**src/rtl/nsc_pkg.sv**
```systemverilog
package nsc_pkg;
    // Width of one chunk's code; halves hold the line parity and its complement
    localparam int CODE_W = 22;
    localparam int HALF_W = CODE_W / 2;
    localparam int BIT_W  = 3;
    localparam int BYTE_W = HALF_W - BIT_W;
    localparam int IDX_W  = BYTE_W + 1;
    localparam int MASK_W = 1 << BIT_W;
    localparam int CNT_W  = $clog2(CODE_W + 1);
    localparam int WIDE_W = 2 * CODE_W;

    typedef enum logic [1:0] {
        ST_CLEAN = 2'd0,
        ST_FIXED = 2'd1,
        ST_CODE  = 2'd2,
        ST_BAD   = 2'd3
    } ecc_status_e;

    // Pipeline stage 1 contents
    typedef struct packed {
        logic              valid;
        logic              chunk;
        logic              last;
        logic              trivial;
        logic [HALF_W-1:0] syn_lo;
        logic [HALF_W-1:0] pairx;
    } stage1_t;

    typedef struct packed {
        ecc_status_e       status;
        logic [IDX_W-1:0]  idx;
        logic [MASK_W-1:0] mask;
    } verdict_t;

    function automatic logic [MASK_W-1:0] bit_onehot(input logic [BIT_W-1:0] b);
        return MASK_W'(1) << b;
    endfunction
endpackage

```
**src/rtl/nsc_popcnt.sv**
```systemverilog
module nsc_popcnt #(
    parameter int W     = 22,
    parameter int GRP_W = 6
) (
    input  logic                   clk,
    input  logic                   rst,
    input  logic [W-1:0]           vec,
    output logic [$clog2(W+1)-1:0] count
);
    localparam int NGRP = (W + GRP_W - 1) / GRP_W;
    localparam int PADW = NGRP * GRP_W;
    localparam int PW   = $clog2(GRP_W + 1);
    localparam int CW   = $clog2(W + 1);

    logic [PADW-1:0] padded;
    logic [PW-1:0]   part_d [NGRP];
    logic [PW-1:0]   part_q [NGRP];

    assign padded = PADW'(vec);

    // First level of the tree: per-group counts, registered
    always_comb begin
        for (int g = 0; g < NGRP; g++) begin
            part_d[g] = '0;
            for (int j = 0; j < GRP_W; j++) begin
                part_d[g] = part_d[g] + PW'(padded[g*GRP_W + j]);
            end
        end
    end

    always_ff @(posedge clk) begin
        for (int g = 0; g < NGRP; g++) begin
            if (rst) part_q[g] <= '0;
            else     part_q[g] <= part_d[g];
        end
    end

    // Second level: sum of group counts
    always_comb begin
        count = '0;
        for (int g = 0; g < NGRP; g++) begin
            count = count + CW'(part_q[g]);
        end
    end
endmodule

```
**src/rtl/nsc_front.sv**
```systemverilog
module nsc_front
    import nsc_pkg::*;
#(
    parameter int GRP_W = 6
) (
    input  logic                clk,
    input  logic                rst,
    input  logic                valid,
    input  logic                chunk,
    input  logic                last,
    input  logic [CODE_W-1:0]   calc,
    input  logic [CODE_W-1:0]   stored,
    output stage1_t             s1,
    output logic [CNT_W-1:0]    count
);
    logic [CODE_W-1:0] syn_d;
    stage1_t           s1_d;

    assign syn_d = calc ^ stored;

    always_comb begin
        s1_d.valid   = valid;
        s1_d.chunk   = chunk;
        s1_d.last    = last;
        s1_d.trivial = (syn_d == '0) || (calc == '0) || (stored == '0);
        s1_d.syn_lo  = syn_d[HALF_W-1:0];
        s1_d.pairx   = syn_d[HALF_W-1:0] ^ syn_d[CODE_W-1:HALF_W];
    end

    always_ff @(posedge clk) begin
        if (rst) s1 <= '0;
        else     s1 <= s1_d;
    end

    nsc_popcnt #(.W(CODE_W), .GRP_W(GRP_W)) u_cnt (
        .clk   (clk),
        .rst   (rst),
        .vec   (syn_d),
        .count (count)
    );
endmodule

```
**src/rtl/nsc_judge.sv**
```systemverilog
module nsc_judge
    import nsc_pkg::*;
(
    input  logic              trivial,
    input  logic              chunk,
    input  logic [HALF_W-1:0] syn_lo,
    input  logic [HALF_W-1:0] pairx,
    input  logic [CNT_W-1:0]  count,
    output verdict_t          verdict
);
    logic pairs_split;
    assign pairs_split = &pairx;

    always_comb begin
        verdict = '0;
        if (trivial) begin
            verdict.status = ST_CLEAN;
        end else if (count == CNT_W'(1)) begin
            verdict.status = ST_CODE;
        end else if (count == CNT_W'(HALF_W) && pairs_split) begin
            verdict.status = ST_FIXED;
            verdict.idx    = {chunk, syn_lo[HALF_W-1:BIT_W]};
            verdict.mask   = bit_onehot(syn_lo[BIT_W-1:0]);
        end else begin
            verdict.status = ST_BAD;
        end
    end
endmodule

```
**src/rtl/nand_ecc_syndrome.sv**
```systemverilog
module nand_ecc_syndrome
    import nsc_pkg::*;
#(
    parameter int GRP_W = 6
) (
    input  logic              clk,
    input  logic              rst,
    input  logic              start,
    input  logic              wide_mode,
    input  logic [WIDE_W-1:0] calc_code,
    input  logic [WIDE_W-1:0] stored_code,
    output logic              done,
    output logic [1:0]        status,
    output logic [IDX_W-1:0]  byte_idx,
    output logic [MASK_W-1:0] bit_mask,
    output logic              last_chunk,
    output logic [1:0]        total_status
);
    logic              pend_q;
    logic [CODE_W-1:0] hi_calc_q, hi_stored_q;
    logic              take;
    logic              feed_valid, feed_chunk, feed_last;
    logic [CODE_W-1:0] feed_calc, feed_stored;
    stage1_t           s1;
    logic [CNT_W-1:0]  count;
    verdict_t          verdict;

    // Sequencer: a wide check issues the upper half one cycle after the lower
    assign take = start && !pend_q;

    always_comb begin
        if (pend_q) begin
            feed_valid  = 1'b1;
            feed_chunk  = 1'b1;
            feed_last   = 1'b1;
            feed_calc   = hi_calc_q;
            feed_stored = hi_stored_q;
        end else begin
            feed_valid  = take;
            feed_chunk  = 1'b0;
            feed_last   = !wide_mode;
            feed_calc   = calc_code[CODE_W-1:0];
            feed_stored = stored_code[CODE_W-1:0];
        end
    end

    always_ff @(posedge clk) begin
        if (rst) begin
            pend_q      <= 1'b0;
            hi_calc_q   <= '0;
            hi_stored_q <= '0;
        end else begin
            pend_q <= take && wide_mode;
            if (take && wide_mode) begin
                hi_calc_q   <= calc_code[WIDE_W-1:CODE_W];
                hi_stored_q <= stored_code[WIDE_W-1:CODE_W];
            end
        end
    end

    nsc_front #(.GRP_W(GRP_W)) u_front (
        .clk    (clk),
        .rst    (rst),
        .valid  (feed_valid),
        .chunk  (feed_chunk),
        .last   (feed_last),
        .calc   (feed_calc),
        .stored (feed_stored),
        .s1     (s1),
        .count  (count)
    );

    nsc_judge u_judge (
        .trivial (s1.trivial),
        .chunk   (s1.chunk),
        .syn_lo  (s1.syn_lo),
        .pairx   (s1.pairx),
        .count   (count),
        .verdict (verdict)
    );

    // Result register
    always_ff @(posedge clk) begin
        if (rst || !s1.valid) begin
            done         <= 1'b0;
            status       <= '0;
            byte_idx     <= '0;
            bit_mask     <= '0;
            last_chunk   <= 1'b0;
            total_status <= '0;
        end else begin
            done         <= 1'b1;
            status       <= verdict.status;
            byte_idx     <= verdict.idx;
            bit_mask     <= verdict.mask;
            last_chunk   <= s1.last;
            total_status <= s1.chunk ? (total_status | verdict.status) : verdict.status;
        end
    end
endmodule

```
**config.mk**
```make
export PLATFORM = sky130hd
export DESIGN_NAME = nand_ecc_syndrome
export DESIGN_NICKNAME = d
export VERILOG_FILES = /design/src/rtl/nsc_pkg.sv /design/src/rtl/nsc_popcnt.sv /design/src/rtl/nsc_front.sv /design/src/rtl/nsc_judge.sv /design/src/rtl/nand_ecc_syndrome.sv
export SDC_FILE = /design/constraint.sdc
export NUM_CORES = 1
export LEC_CHECK = 0
export CORE_MARGIN = 1.5
export CORE_UTILIZATION = 55
export CTS_CLUSTER_DIAMETER = 120
export DETAILED_ROUTE_END_ITERATION = 8
export DONT_BUFFER_PORTS = 1
export PLACE_DENSITY = 0.69
export SLEW_MARGIN = 15
export SYNTH_ARGS = -nofsm -noshare
export SYNTH_HDL_FRONTEND = slang
export SYNTH_SLANG_ARGS = --single-unit
```
**constraint.sdc**
```tcl
create_clock -name clk -period 3.55 [get_ports clk]
set_input_delay 0.1775 -clock clk [delete_from_list [all_inputs] [get_ports clk]]
set_output_delay 0.1775 -clock clk [all_outputs]
set_load 0.005 [all_outputs]
```
Word level (Yosys, flattened, before mapping)

Memory sizes are Yosys's and may differ from the RTL's.
Cells that the tools add are included.

Add/sub/neg operators: 21
Shifts and indexed selects: 1
Multiplexer cells: 17
Eq/ne operators: 2
Reductions and logical operators: 14
Bitwise logic cells: 8

Operator list:

| kind                                                | count |
|---|---|
| logical NOT 22 bit                                  | 3 |
| two-way mux 22 bit                                  | 2 |
| adder 3 x 1 -> 3 bit                                | 10 |
| bitwise XOR 22 bit                                  | 1 |
| adder 2 x 1 -> 3 bit                                | 4 |
| two-way mux 3 bit                                   | 4 |
| AND reduction 11 bit                                | 1 |
| bitwise XOR 11 bit                                  | 1 |
| adder 1 x 1 -> 2 bit                                | 4 |
| two-way mux 2 bit                                   | 4 |
| left shift 1 x 3 -> 8 bit, first input constant     | 1 |
| two-way mux 1 bit                                   | 7 |
| adder 4 x 3 -> 5 bit                                | 1 |
| adder 5 x 3 -> 5 bit                                | 1 |
| equality test 5 x 1 -> 1 bit, second input constant | 1 |
| equality test 5 x 4 -> 1 bit, second input constant | 1 |
| adder 3 x 3 -> 4 bit                                | 1 |
| OR 1 bit                                            | 4 |
| OR reduction 4 bit                                  | 1 |
| logical AND 1 bit                                   | 3 |
| logical NOT 1 bit                                   | 3 |
| logical OR 1 bit                                    | 3 |
| OR 2 bit                                            | 1 |
| inverter 1 bit                                      | 1 |

Bits of input ports: 92
Bits in writable memories: 12
Output and inout port bits: 23
Memories kept: 1
Bits in registers: 94

Memories:

| name                 | depth | width | read ports | clocked after Yosys merged registers in | write ports | RTL line         | source |
|---|---|---|---|---|---|---|---|
| u_front.u_cnt.part_q | 4     | 3     | 4          | 0                                       | 4           | nsc_popcnt.sv:17 | `logic [PW-1:0] part_q [NGRP];` |

Depth between registers and ports, before layout

An unclocked memory read counts as a cell.

Depth after elaboration: 11
Mapped depth: 13
Gate-level depth less buffers: 12

Hierarchy

A second synthesis with hierarchy kept.

Cells, all modules: 536
Area, all modules: 5494.0 µm²

By module, submodules not included:

| module            | cells each | instances | area an instance (µm²) | sequential area each (µm²) |
|---|---|---|---|---|
| nand_ecc_syndrome | 295        | 1         | 3180.6                 | 1361.3 |
| nsc_front         | 110        | 1         | 1114.8                 | 520.5 |
| nsc_popcnt        | 87         | 1         | 920.9                  | 240.2 |
| nsc_judge         | 44         | 1         | 277.8                  | 0.0 |

Worst setup path after synthesis

OpenSTA, ideal clock, no wires.

Kind: flip-flop to flip-flop
Start point: memory u_front.u_cnt.part_q[0][1] in the netlist's numbering
End point: register bit_mask[4]
Buffers on the path: 1
Data arrival time: 2.899 ns
Clock period less this slack: 2.972 ns
Cell stages (with the launch flop): 14
Slack: 0.578 ns
Library setup time: 0.073 ns
Required time: 3.477 ns
Cell sequence: dfxtp_1 > fa_1 > inv_1 > fa_1 > inv_1 > ha_1 > inv_1 > fa_1 > xor2_1 > nor4_1 > and4b_1 > buf_4 > nand2_2 > nor3_2

RTL lines:

| item                 | RTL line                | source |
|---|---|---|
| start, declared      | nsc_popcnt.sv:17        |  |
| end signal, assigned | nand_ecc_syndrome.sv:95 | `bit_mask <= verdict.mask;` |
| end, declared        | nand_ecc_syndrome.sv:15 | `output logic [MASK_W-1:0] bit_mask,` |

==> run_results.csv <==
group,metric,value,unit
drt,first_pass_iters,6,
layout,multi_input_area,2510,um2
yosys,synth.avg_cell_area,9.29,um2
yosys,synth.distinct_cells,39,
setup_path,cp_max_fo,11,
setup_path,worstSetupEndpointType,"flop",
pwr,p_per_area,510,nW/um2
cts,cts_resized,0,
layout,nFillCells,714,
cts,cts_root_buffer,"clkbuf_8",
setup_path,cp.arrival,3.63,ns
global_routing,antenna_found_initial,0,
global_routing,grt_pass1_vias,3631,
yosys,synth_seq_area_share,43.8,%
yosys,yosysWarnings,0,
cts,postCtsSetupBuffers,0,
cts,cts_made_buffers,9,
drt,wl_per_cell,16.2,um
global_routing,grt_start_max_net_pins,85,
drt,postRouteAntennaNets,0,
outcome,status,"finished clean",
cts,clockBufferDepth,2,
placement,globalplace.congestion,0.858,
setup_path,reg2reg_depth,12,
drt,drtIter0Drc,132,
yosys,syn-num-nets,642,
layout,final_cell_mix,"dfxtp_1, nand2_1, a21oi_1, dlygate4sd3_1, nor2_1",
pwr,ir_drop,0.000323,V
timing,max_freq,0.301,GHz
layout,antennaDiodeCount,0,
timing,grt_setup_unrepaired,"false",
cts,cts_sinks,106,
timing,min_period,3.32,ns
pwr,total_power,0.00283,W
floorplan,start_util,56.1,%
setup_path,worstPathRequired,3.86,ns
hold_path,hp-class,"input port to flop",
global_routing,grt_pass1_wl,17700,um
drt,drc,0,
floorplan,row_count,34,
flow_run,cap_violations,0,
yosys,ys_ff_latch,106,
placement,dp_hpwl,8020,um
yosys,synthCells,521,
drt,via_count,3571,
layout,drive_gt1_share,7.64,%
layout,finalNetCount,679,
layout,syn_to_final_growth,14.8,%
layout,final_common_cell,"dfxtp_1",
placement,portBuffers,0,
global_routing,track_usage,23.9,%
cts,clock_latency,0.38,ns
layout,seq_area,2120,um2
hold_path,whs_path_depth,2,
setup_path,path_class,"flop to flop",
yosys,syn_area,4840,um2
timing,relSlewSlack,58.4,%
floorplan,coreArea,8640,um2
timing,setup_tns,0,ns
floorplan,die_w,96.8,um
timing,fin_crit_sh,93.6,%
timing,clock-skew-final,0.00593,ns
cts,clkTransAtPathRegs,0.11,ns
drt,viasPerCell,5.32,
timing,hold_violations,0,
pwr,p_leak,2.16,nW
cts,cts_max_level,3,
floorplan,io_pins,115,
drt,drt-total-wl,10800,um
timing,setup_violations,0,
setup_path,cp-start-kind,"flop",
cts,cts_tree,"built",
global_routing,grt_overflow,0,
cts,ctsHoldBuffers,46,
floorplan,fp.dieH,96.8,um
timing,worst_slew_pin_slew,0.606,ns
floorplan,dieArea,9370,um2
timing,finalMaxSlewViolations,0,
[Yosys cell counts]
master,count,area (um2)
and4_1,4,35.0
a21oi_1,45,225
fa_1,16,320
buf_12,1,20.0
a21boi_0,2,15.0
a21oi_2,8,70.1
xnor2_1,40,350
buf_4,3,22.5
nor3_2,1,10.0
nor2b_1,19,119
and4b_1,1,10.0
inv_2,1,3.75
mux2i_2,4,55.1
nor3_1,5,25.0
xor2_1,16,140
nor2_1,44,165
a21o_1,1,7.51
nor2_2,1,6.26
nor4_1,20,125
buf_6,1,11.3
dfxtp_1,106,2120
nand2b_1,3,18.8
and2_1,11,68.8
inv_8,1,11.3
nor2_4,1,11.3
nor4b_1,2,17.5
a31oi_1,3,18.8
buf_2,5,25.0
nand2_2,1,6.26
nor4_2,2,25.0
nand3b_1,1,7.51
mux2i_1,7,70.1
ha_1,13,163
inv_1,18,67.6
nand2_1,92,345
clkbuf_1,13,48.8
a31o_2,2,17.5
nand4_1,6,37.5
mux2i_4,1,22.5
[worst paths after layout]
check	start	to	slack, ns
worst max-delay path	u_front.u_cnt.part_q[0][1]$_SDFF_PP0_	bit_mask[0]$_SDFF_PP0_	0.23
worst min-delay path	wide_mode	u_front.s1[23]$_SDFF_PP0_	0.03
worst max register to register	u_front.u_cnt.part_q[0][1]$_SDFF_PP0_	bit_mask[0]$_SDFF_PP0_	0.23
worst min register to register	u_front.s1[20]$_SDFF_PP0_	byte_idx[6]$_SDFF_PP0_	0.44
[per-stage QoR]
stage	hold slack, ns	utilization, %	worst slack (ns)	instances	area (um2)
finish	0.0328	64.3	0.229	671	5560
global route	0.0211	64.3	0.0312	671	5560
CTS	0.0141	64.3	0.193	671	5560
detailed placement	0.261	56.4	0.230	609	4870
global placement	0.259	56.4	0.315	609	4870
floorplan	0.286	-	0.578	521	4840
[cell families after synthesis]
group,Yosys count,share of synthesized area [%]
XOR/XNOR,56,10.1
adder cells (fa/ha/maj),29,9.98
AND/OR/NAND/NOR,214,21.3
flip-flops,106,43.8
buffers and inverters,43,4.34
multiplexers,12,3.05
AO/OA/AOI/OAI,61,7.31
[report_power, final]
| part | internal, W | leakage (nW) | switching (W) |
|---|---|---|---|
| Combinational | 0.000350 | 1.19 | 0.000387 |
| Sequential | 0.00129 | 0.869 | 0.0000594 |
| Clock | 0.000281 | 0.103 | 0.000460 |
[state kept, by name, indices dropped and copies added, names as in the netlist, 2 cells and up]
name	cells
bit_mask	8
byte_idx	9
hi_calc_q	22
hi_stored_q	22
status	2
total_status	2
u_front.s1	26
u_front.u_cnt.part_q	12
[routing by layer]
layer  routed length (um)  GRT usage [%]
met1                 4540           27.3
met2                 5400           41.6
met3                  537           6.43
met4                  367           11.1
met5                    0              0
[worst max-delay path: stages (launching register included)]
cell,delay [ns]
dfxtp_1,0.34
fa_1,0.53
inv_1,0.05
fa_1,0.44
inv_1,0.06
ha_1,0.16
inv_1,0.05
fa_1,0.37
xor2_1,0.18
nor4_1,0.33
and4b_1,0.42
nand2b_1,0.16
nor3_1,0.15
[final cells by class]
type,count,area share [%]
Multi-Input combinational cell,372,45.1
Inverter,20,1.49
Clock buffer,9,2.23
Clock inverter,7,1.51
Tap cell,108,2.43
Timing Repair Buffer,49,9.01
Sequential cell,106,38.2
Power figures use the tool's default switching activity.
